[src/rtl/hdcrc_pkg.sv]
package hdcrc_pkg;
  localparam int CH_W   = 10;
  localparam int CRC_W  = 18;
  localparam int HALF_W = CRC_W / 2;
  localparam int XYZ_H  = 6;
  localparam logic [CRC_W-1:0] DEF_TAPS = 18'h23000;

  localparam logic [2:0] POS_LN0 = 3'd1;
  localparam logic [2:0] POS_LN1 = 3'd2;
  localparam logic [2:0] POS_C0  = 3'd3;
  localparam logic [2:0] POS_C1  = 3'd4;

  typedef logic [CH_W-1:0]  chan_t;
  typedef logic [CRC_W-1:0] crc_t;

  // LSB-first serial CRC over one channel word, shift-right form
  function automatic crc_t crc_step(input crc_t c, input chan_t w, input crc_t taps);
    crc_t r;
    r = c;
    for (int b = 0; b < CH_W; b++) begin
      logic fb;
      fb = r[0] ^ w[b];
      r  = r >> 1;
      if (fb) r = r ^ taps;
    end
    return r;
  endfunction
endpackage

[src/rtl/hdcrc_trs.sv]
module hdcrc_trs
  import hdcrc_pkg::*;
(
  input  logic  clk,
  input  logic  rst,
  input  chan_t w,
  output logic  sav,
  output logic  eav,
  output logic  acc,
  output logic  slot0,
  output logic  slot1
);
  chan_t h0, h1, h2;
  logic acc_q;
  logic [2:0] pos_q;
  logic trs_hit;

  always_comb begin
    trs_hit = (h2 == '1) && (h1 == '0) && (h0 == '0);
    sav   = trs_hit && !w[XYZ_H];
    eav   = trs_hit &&  w[XYZ_H];
    acc   = acc_q;
    slot0 = (pos_q == POS_C0);
    slot1 = (pos_q == POS_C1);
  end

  always_ff @(posedge clk) begin
    if (rst) begin
      h0 <= '0; h1 <= '0; h2 <= '0;
      acc_q <= 1'b0;
      pos_q <= '0;
    end else begin
      h0 <= w; h1 <= h0; h2 <= h1;
      if (sav) acc_q <= 1'b1;
      else if (pos_q == POS_LN1) acc_q <= 1'b0;
      if (eav) pos_q <= POS_LN0;
      else if (pos_q == POS_C1) pos_q <= '0;
      else if (pos_q != '0) pos_q <= pos_q + 3'd1;
    end
  end

  assert_slot_order_R2: assert property (@(posedge clk) disable iff (rst)
    slot0 |=> slot1);
  assert_span_excl_R4: assert property (@(posedge clk) disable iff (rst)
    $onehot0({acc_q, slot0, slot1}));
endmodule

[src/rtl/hdcrc_lane.sv]
module hdcrc_lane
  import hdcrc_pkg::*;
#(
  parameter crc_t TAPS = DEF_TAPS
)(
  input  logic  clk,
  input  logic  rst,
  input  chan_t w_in,
  input  logic  acc,
  input  logic  clr,
  input  logic  slot0,
  input  logic  slot1,
  input  logic  ins,
  output chan_t w_out,
  output logic  mism
);
  crc_t crc_q;
  chan_t exp0, exp1;

  always_comb begin
    exp0 = {~crc_q[HALF_W-1], crc_q[HALF_W-1:0]};
    exp1 = {~crc_q[CRC_W-1], crc_q[CRC_W-1:HALF_W]};
    if (ins && slot0)      w_out = exp0;
    else if (ins && slot1) w_out = exp1;
    else                   w_out = w_in;
    mism = (slot0 && (w_in != exp0)) || (slot1 && (w_in != exp1));
  end

  always_ff @(posedge clk) begin
    if (rst || clr) crc_q <= '0;
    else if (acc)   crc_q <= crc_step(crc_q, w_in, TAPS);
  end

  assert_clear_after_slot_R4: assert property (@(posedge clk) disable iff (rst)
    slot1 |=> (crc_q == '0));
endmodule

[src/rtl/hdline_crc.sv]
module hdline_crc
  import hdcrc_pkg::*;
#(
  parameter int   N_LANE = 2,
  parameter crc_t TAPS   = DEF_TAPS
)(
  input  logic                   clk,
  input  logic                   rst,
  input  logic                   check_mode,
  input  logic                   ins_en,
  input  logic [N_LANE*CH_W-1:0] din,
  output logic [N_LANE*CH_W-1:0] dout,
  output logic                   crc_err
);
  localparam int BUS_W = N_LANE * CH_W;

  logic sav, eav, acc, slot0, slot1, clr, ins;
  logic [N_LANE-1:0] mism;
  logic [BUS_W-1:0] dnext, dout_q;
  logic seen_sav, armed, mm_q, err_q;

  assign clr = sav || slot1;
  assign ins = !check_mode && ins_en;

  hdcrc_trs u_trs (
    .clk(clk), .rst(rst), .w(din[CH_W-1:0]),
    .sav(sav), .eav(eav), .acc(acc), .slot0(slot0), .slot1(slot1)
  );

  for (genvar g = 0; g < N_LANE; g++) begin : g_lane
    hdcrc_lane #(.TAPS(TAPS)) u_lane (
      .clk(clk), .rst(rst), .w_in(din[g*CH_W +: CH_W]),
      .acc(acc), .clr(clr), .slot0(slot0), .slot1(slot1), .ins(ins),
      .w_out(dnext[g*CH_W +: CH_W]), .mism(mism[g])
    );
  end

  always_ff @(posedge clk) dout_q <= dnext;

  always_ff @(posedge clk) begin
    if (rst) begin
      seen_sav <= 1'b0;
      armed    <= 1'b0;
      mm_q     <= 1'b0;
      err_q    <= 1'b0;
    end else begin
      if (sav) seen_sav <= 1'b1;
      if (eav && seen_sav) armed <= 1'b1;
      if (slot0) mm_q <= |mism;
      err_q <= check_mode && armed && slot1 && (mm_q || (|mism));
    end
  end

  assign dout    = dout_q;
  assign crc_err = err_q;

  assert_err_in_slot1_R8: assert property (@(posedge clk) disable iff (rst)
    crc_err |-> $past(slot1));
  assert_err_check_only_R10: assert property (@(posedge clk) disable iff (rst)
    crc_err |-> $past(check_mode));
  assert_pass_through_R6: assert property (@(posedge clk) disable iff (rst)
    (!check_mode && !ins_en) |=> (dout == $past(din)));
endmodule

[config.mk]
export PLATFORM = sky130hd
export DESIGN_NAME = hdline_crc
export DESIGN_NICKNAME = d
export VERILOG_FILES = /design/src/rtl/hdcrc_pkg.sv /design/src/rtl/hdcrc_trs.sv /design/src/rtl/hdcrc_lane.sv /design/src/rtl/hdline_crc.sv
export SDC_FILE = /design/constraint.sdc
export NUM_CORES = 1
export LEC_CHECK = 0
export CORE_MARGIN = 1
export CORE_UTILIZATION = 40
export DETAILED_ROUTE_END_ITERATION = 7
export GPL_TIMING_DRIVEN = 0
export SLEW_MARGIN = 40
export SYNTH_ARGS = -nofsm -noshare
export SYNTH_HDL_FRONTEND = slang
export SYNTH_SLANG_ARGS = --single-unit
[constraint.sdc]
create_clock -name clk -period 2.4 [get_ports clk]
set_input_delay 0.24 -clock clk [delete_from_list [all_inputs] [get_ports clk]]
set_output_delay 0.24 -clock clk [all_outputs]
set_load 0.05 [all_outputs]
Yosys cells after proc, flatten, opt, wreduce, memory -nomap -nowiden
Cells that the tools add are included.
- bits in latches: 0
- memories: 0
- logic and storage cells: 160
- input bits: 24
- bits in writable memories: 0
- output and inout bits: 21
- bits in registers: 94
- memory bits (read-only): 0
- equal/unequal tests: 8
- divide/modulo/power cells: 0
- multiplexer cells: 65
- order comparisons: 0
- reductions and logical operators: 29
- shift operators: 0
- multipliers: 0
- add/subtract/negate cells: 1
- bitwise logic cells: 44
- operators by type and width (kind ; number):
    18-bit two-way mux ; 56
    2-bit inverter with 3-bit output ; 20
    10-bit two-way mux ; 4
    10-bit != test ; 4
    10-bit logical NOT ; 2
    1-bit bitwise XOR ; 20
    1-bit logical AND ; 15
    10-bit equality test (second input constant) ; 1
    3-bit by 2-bit equality test with 1-bit output (second input constant) ; 2
    3-bit nonzero test ; 2
    1-bit logical OR ; 5
    1-bit two-way mux ; 5
    1-bit inverter ; 4
    3-bit by 1-bit adder with 3-bit output (second input constant) ; 1
    3-bit equality test (second input constant) ; 1
    3-bit OR reduction ; 1
    1-bit logical NOT ; 2
    2-bit nonzero test ; 1
    2-bit OR reduction ; 1

Logic depth before layout (Yosys ltp)
Gate-level depths: netlist of the first run.
- word-level depth: 41
- mapped depth: 7
- depth with buffers taken out: 7

By module
Synthesis of the first run repeated with hierarchy kept, for this count alone.
- cells, all modules: 413
- area, all modules: 4297.9 µm²
- by module, submodules not included (module ; area each (µm²) ; cells an instance ; seq. area each (µm²) ; times used):
    hdcrc_lane ; 1298.7 ; 140 ; 360.3 ; 2
    hdcrc_trs ; 1153.6 ; 97 ; 680.7 ; 1
    hdline_crc ; 546.8 ; 36 ; 480.5 ; 1

Least setup slack after synthesis of the first run
Ideal clock, no wire load.
- path type: flip-flop to flip-flop
- from: register u_trs.h0[4]
- to: register g_lane[0].u_lane.crc_q[10]
- path buffers: 2
- path slack: 0.715 ns
- data arrival time: 1.548 ns
- setup time: 0.137 ns
- clock period less this slack: 1.685 ns
- required time: 2.263 ns
- stages on the path, launching flop included: 8
- path through: dfxtp_1 -> nor4_1 -> nand4_1 -> nor4_4 -> a211o_1 -> buf_6 -> buf_12 -> a211oi_1
- word-level cells in the longest chain between the ends: 5
- ends and longest elaborated chain (element ; RTL line ; source):
    start, declared ; hdcrc_trs.sv:13 ; chan_t h0, h1, h2;
    start signal, assigned ; hdcrc_trs.sv:29 ; h0 <= '0; h1 <= '0; h2 <= '0;
    start signal, assigned ; hdcrc_trs.sv:33 ; h0 <= w; h1 <= h0; h2 <= h1;
    10-bit logical NOT ; hdcrc_trs.sv:19 ; trs_hit = (h2 == '1) && (h1 == '0) && (h0 == '0);
    1-bit logical AND ; hdcrc_trs.sv:19 ;
    1-bit logical AND ; hdcrc_trs.sv:20 ; sav = trs_hit && !w[XYZ_H];
    1-bit logical OR ; hdline_crc.sv:22 ; assign clr = sav || slot1;
    1-bit logical OR ; hdcrc_lane.sv:30 ; if (rst || clr) crc_q <= '0;
    end signal, assigned ; hdcrc_lane.sv:31 ; else if (acc) crc_q <= crc_step(crc_q, w_in, TAPS);
    end, declared ; hdcrc_lane.sv:17 ; crc_t crc_q;
Every way passes these cells.
A chain may end at the register's enable or synchronous reset.

Worst setup path in the final report of the first run
- from: register u_trs.pos_q[0]
- to: register dout_q[8] (netlist: dout[8])
- word-level cells in the longest chain between the ends: 4
- elaborated cells between the ends (all ways): 6
- classes of those cells: eq/ne (2); mux (2); reduce/logical (2)
- ends and longest elaborated chain (element ; RTL line ; source):
    start, declared ; hdcrc_trs.sv:15 ; logic [2:0] pos_q;
    start signal, assigned ; hdcrc_trs.sv:38 ; else if (pos_q != '0) pos_q <= pos_q + 3'd1;
    3-bit equality test ; hdcrc_trs.sv:24 ; slot1 = (pos_q == POS_C1);
    1-bit logical AND ; hdcrc_lane.sv:24 ; else if (ins && slot1) w_out = exp1;
    10-bit two-way mux ; hdcrc_lane.sv:24 ;
    10-bit two-way mux * ; hdcrc_lane.sv:23 ; if (ins && slot0) w_out = exp0;
    via dnext[8] ; hdline_crc.sv:19 ; logic [BUS_W-1:0] dnext, dout_q;
    end signal, assigned ; hdline_crc.sv:38 ; always_ff @(posedge clk) dout_q <= dnext;
    end, declared ; hdline_crc.sv:19 ;
Mark *: on every way through the listed nets, which the timed path passes. The rest lies on a longest branch.

==> run metrics, run 1 <==
max_cap viols 0; Critical Path RT about 2.6 ns; Final Cycle Share between 90% and 100%; initial antenna violation count 0; Setup Skew 0.0151 ns; setup bufs post-CTS 0; largest net degree at the start of global routing 21; Die Footprint 10,900 um^2; most frequent cells in the layout dfxtp_1 (94), nor2_1 (58), xnor2_1 (53), clkdlybuf4s50_1 (43), mux2i_1 (37); WL final 9610 um; worst-margin pin slew slightly below 0.8 ns; DPL Wire Length ~7000 um; Clk pwr share 34.6%; Die Y between 100 and 150 um; final setup violation count 0; vias in the first global route between 3,000 and 4,000; Synth Cell Area 4210 um^2; Synth Flop Type dfxtp_1; max-slew violations 0; minimum clock period after layout 2.18 ns; P_int between 2 and 2.5 mW; area of the core 10,300 um^2; Cells after DPL 602; register area share after synthesis 44.7%; asr flop ratio synth 0%; Final ANT Viol Nets 0; Avg WL per Cell 15.5 um; All-Layer GR Usage 18.5%; Post-CTS Resized 0; clk_lat worst skew 0.37 ns; initial core utilization 41.0%; syn avg cell area 9.96 um^2; run status completed; Max FO, Critical Path 10; Post-synth EDFFs 0; crit-path max cell delay approximately 0.51 ns; # rows 37; worst setup path class flip-flop to flip-flop; htree depth 3; total grt overflow 0; Max IR drop VDD 0.285 mV; Combinational Power Share 13.6%; Lkg Pwr 1.93 nW; worst path arrival time 2.39 ns; Synth Instances 423; DR vias/cell around 5; Final Hold Vio Count 0; Hold Slack roughly 0.37 ns; synth unique cells 37; fmax between 0.4 and 0.5 GHz; CTS Root Cell clkbuf_8; DRC errors left 0; Pre-antenna DRT Iters 4; Net Switching 922 uW; min-delay worst type primary input to flip-flop; fillers 995; CP Launch Type flip-flop; CTS tree built; PortBufs 43; Hold Buf Count CTS 0; fin nets 505; sequential power share 51.8%; switch share 29.4%; share of layout cells above drive strength 1 6.85%; CP Capture Type flip-flop; Placement Setup Slack -0.0293 ns; first-pass GRT wire length 15,600 um; slowest CP cell clkbuf_1; Final GP Congestion 0.845; Area growth syn-to-layout 19.2%; clock tree buffer depth 2; Sink Count 94; flops & latches, synth 94; Ys Warns 0; non-filler cells, final 618; clock buffer count from CTS 9; Max transition margin roughly 47%; antenna cells 0; most common cell after layout, fill and taps aside dfxtp_1; via count 3,038; PwrDens 625 nW/um^2; Synth Net Count 451; Clk pin slew, worst setup/hold paths 0.10 ns; RSZ-0062 raised after global routing false; # IOs 45; Die X 105 um; initial drt markers 128; critical-path cell list ha_1, ha_1, nand3b_1, clkbuf_1, clkbuf_1, a21oi_1; setup ws final 0.225 ns
## sequential cells by signal (all words and copies together) (netlist names)
| signal | cells |
|---|---|
| u_trs.acc | 1 |
| u_trs.h0 | 10 |
| u_trs.h2 | 10 |
| mm_q | 1 |
| seen_sav | 1 |
| g_lane.u_lane.crc_q | 36 |
| u_trs.h1 | 10 |
| dout | 20 |
| armed | 1 |
| crc_err | 1 |
| u_trs.pos_q | 3 |
## metal layers
metal	global-route usage (%)	part of all wire, %
met4	5.63	1.4
met5	0	0
met3	3.43	2.4
met2	30.9	48
met1	24.2	48
## synth_stat cells (all sizes together) (3+ instances only)
master	instances	area (um^2)
nand3	3	15.0
o21ai	6	30.0
nand2	6	22.5
xnor2	59	562
nor2b	32	200
a21oi	24	120
clkbuf	15	56.3
nor2	58	218
dfxtp	94	1880
a21o	3	22.5
nand4	7	43.8
a211oi	17	133
buf	6	81.3
ha	4	50.1
inv	6	22.5
nor4	10	77.6
nor3b	3	22.5
mux2i	37	370
xor2	18	158
## power groups by stage
stage               Clock (mW)  Sequential, mW  Combinational, mW
finish                    1.09            1.62              0.428
global route              1.17            1.63              0.464
CTS                       1.11            1.63              0.432
detailed placement           0            1.66              0.429
global placement             0            1.66              0.426
floorplan                    0            1.73              0.220
## critical path, delay by kind of cell (launching register included)
kind	cells	cell delay, ns
buffers and inverters	2	0.88
adder cells (fa/ha/maj)	2	0.47
flip-flops	1	0.35
AO/OA/AOI/OAI	1	0.18
AND/OR/NAND/NOR	1	0.14
## layout make-up
class | instances | area [um^2] | area share (%)
Tap cell | 136 | 170 | 3.39
Inverter | 6 | 22.5 | 0.449
Multi-Input combinational cell | 302 | 2170 | 43.2
Timing Repair Buffer | 43 | 430 | 8.58
Clock buffer | 9 | 124 | 2.47
Buffer | 21 | 139 | 2.77
Sequential cell | 94 | 1880 | 37.5
Clock inverter | 7 | 81.3 | 1.62
## through the flow
step	util [%]	instance area [um^2]	TNS, ns	power [mW]
floorplan	-	4210	0	1.95
global placement	46.8	4810	-0.0997	2.09
detailed placement	46.8	4810	-0.0420	2.09
CTS	48.8	5020	0	3.17
global route	48.8	5020	0	3.26
finish	48.8	5020	0	3.14
## cell families after synthesis
logic type / Yosys count / synth area share (%)
and+or+nand+nor: 128 / 15.9
AOI/OAI and AO/OA: 56 / 8.59
adders and majority gates: 4 / 1.19
DFF: 94 / 44.7
buffers and inverters: 27 / 3.80
xor gates and xnor gates: 77 / 17.1
muxes: 37 / 8.79
## final timing paths
path,cells past startpoint,slack [ns],end,from
setup reg to reg,6,0.22,dout[8],u_trs.pos_q[0]
setup / recovery,6,0.22,dout[8],u_trs.pos_q[0]
hold reg to reg,2,0.46,seen_sav,seen_sav
hold / removal,3,0.37,u_trs.h0[6],din[6]
Power figures use the tool's default switching activity.
==> run 2: changes to the inputs <==
--- a/config.mk
+++ b/config.mk
@@ -7,6 +7,7 @@
 export LEC_CHECK = 0
 export CORE_MARGIN = 1
 export CORE_UTILIZATION = 40
+export CTS_CLUSTER_SIZE = 30
 export DETAILED_ROUTE_END_ITERATION = 7
 export GPL_TIMING_DRIVEN = 0
 export SLEW_MARGIN = 40
==> results of run 2 <==
The final DEF is identical to that of run 1; final timing and power are the same.
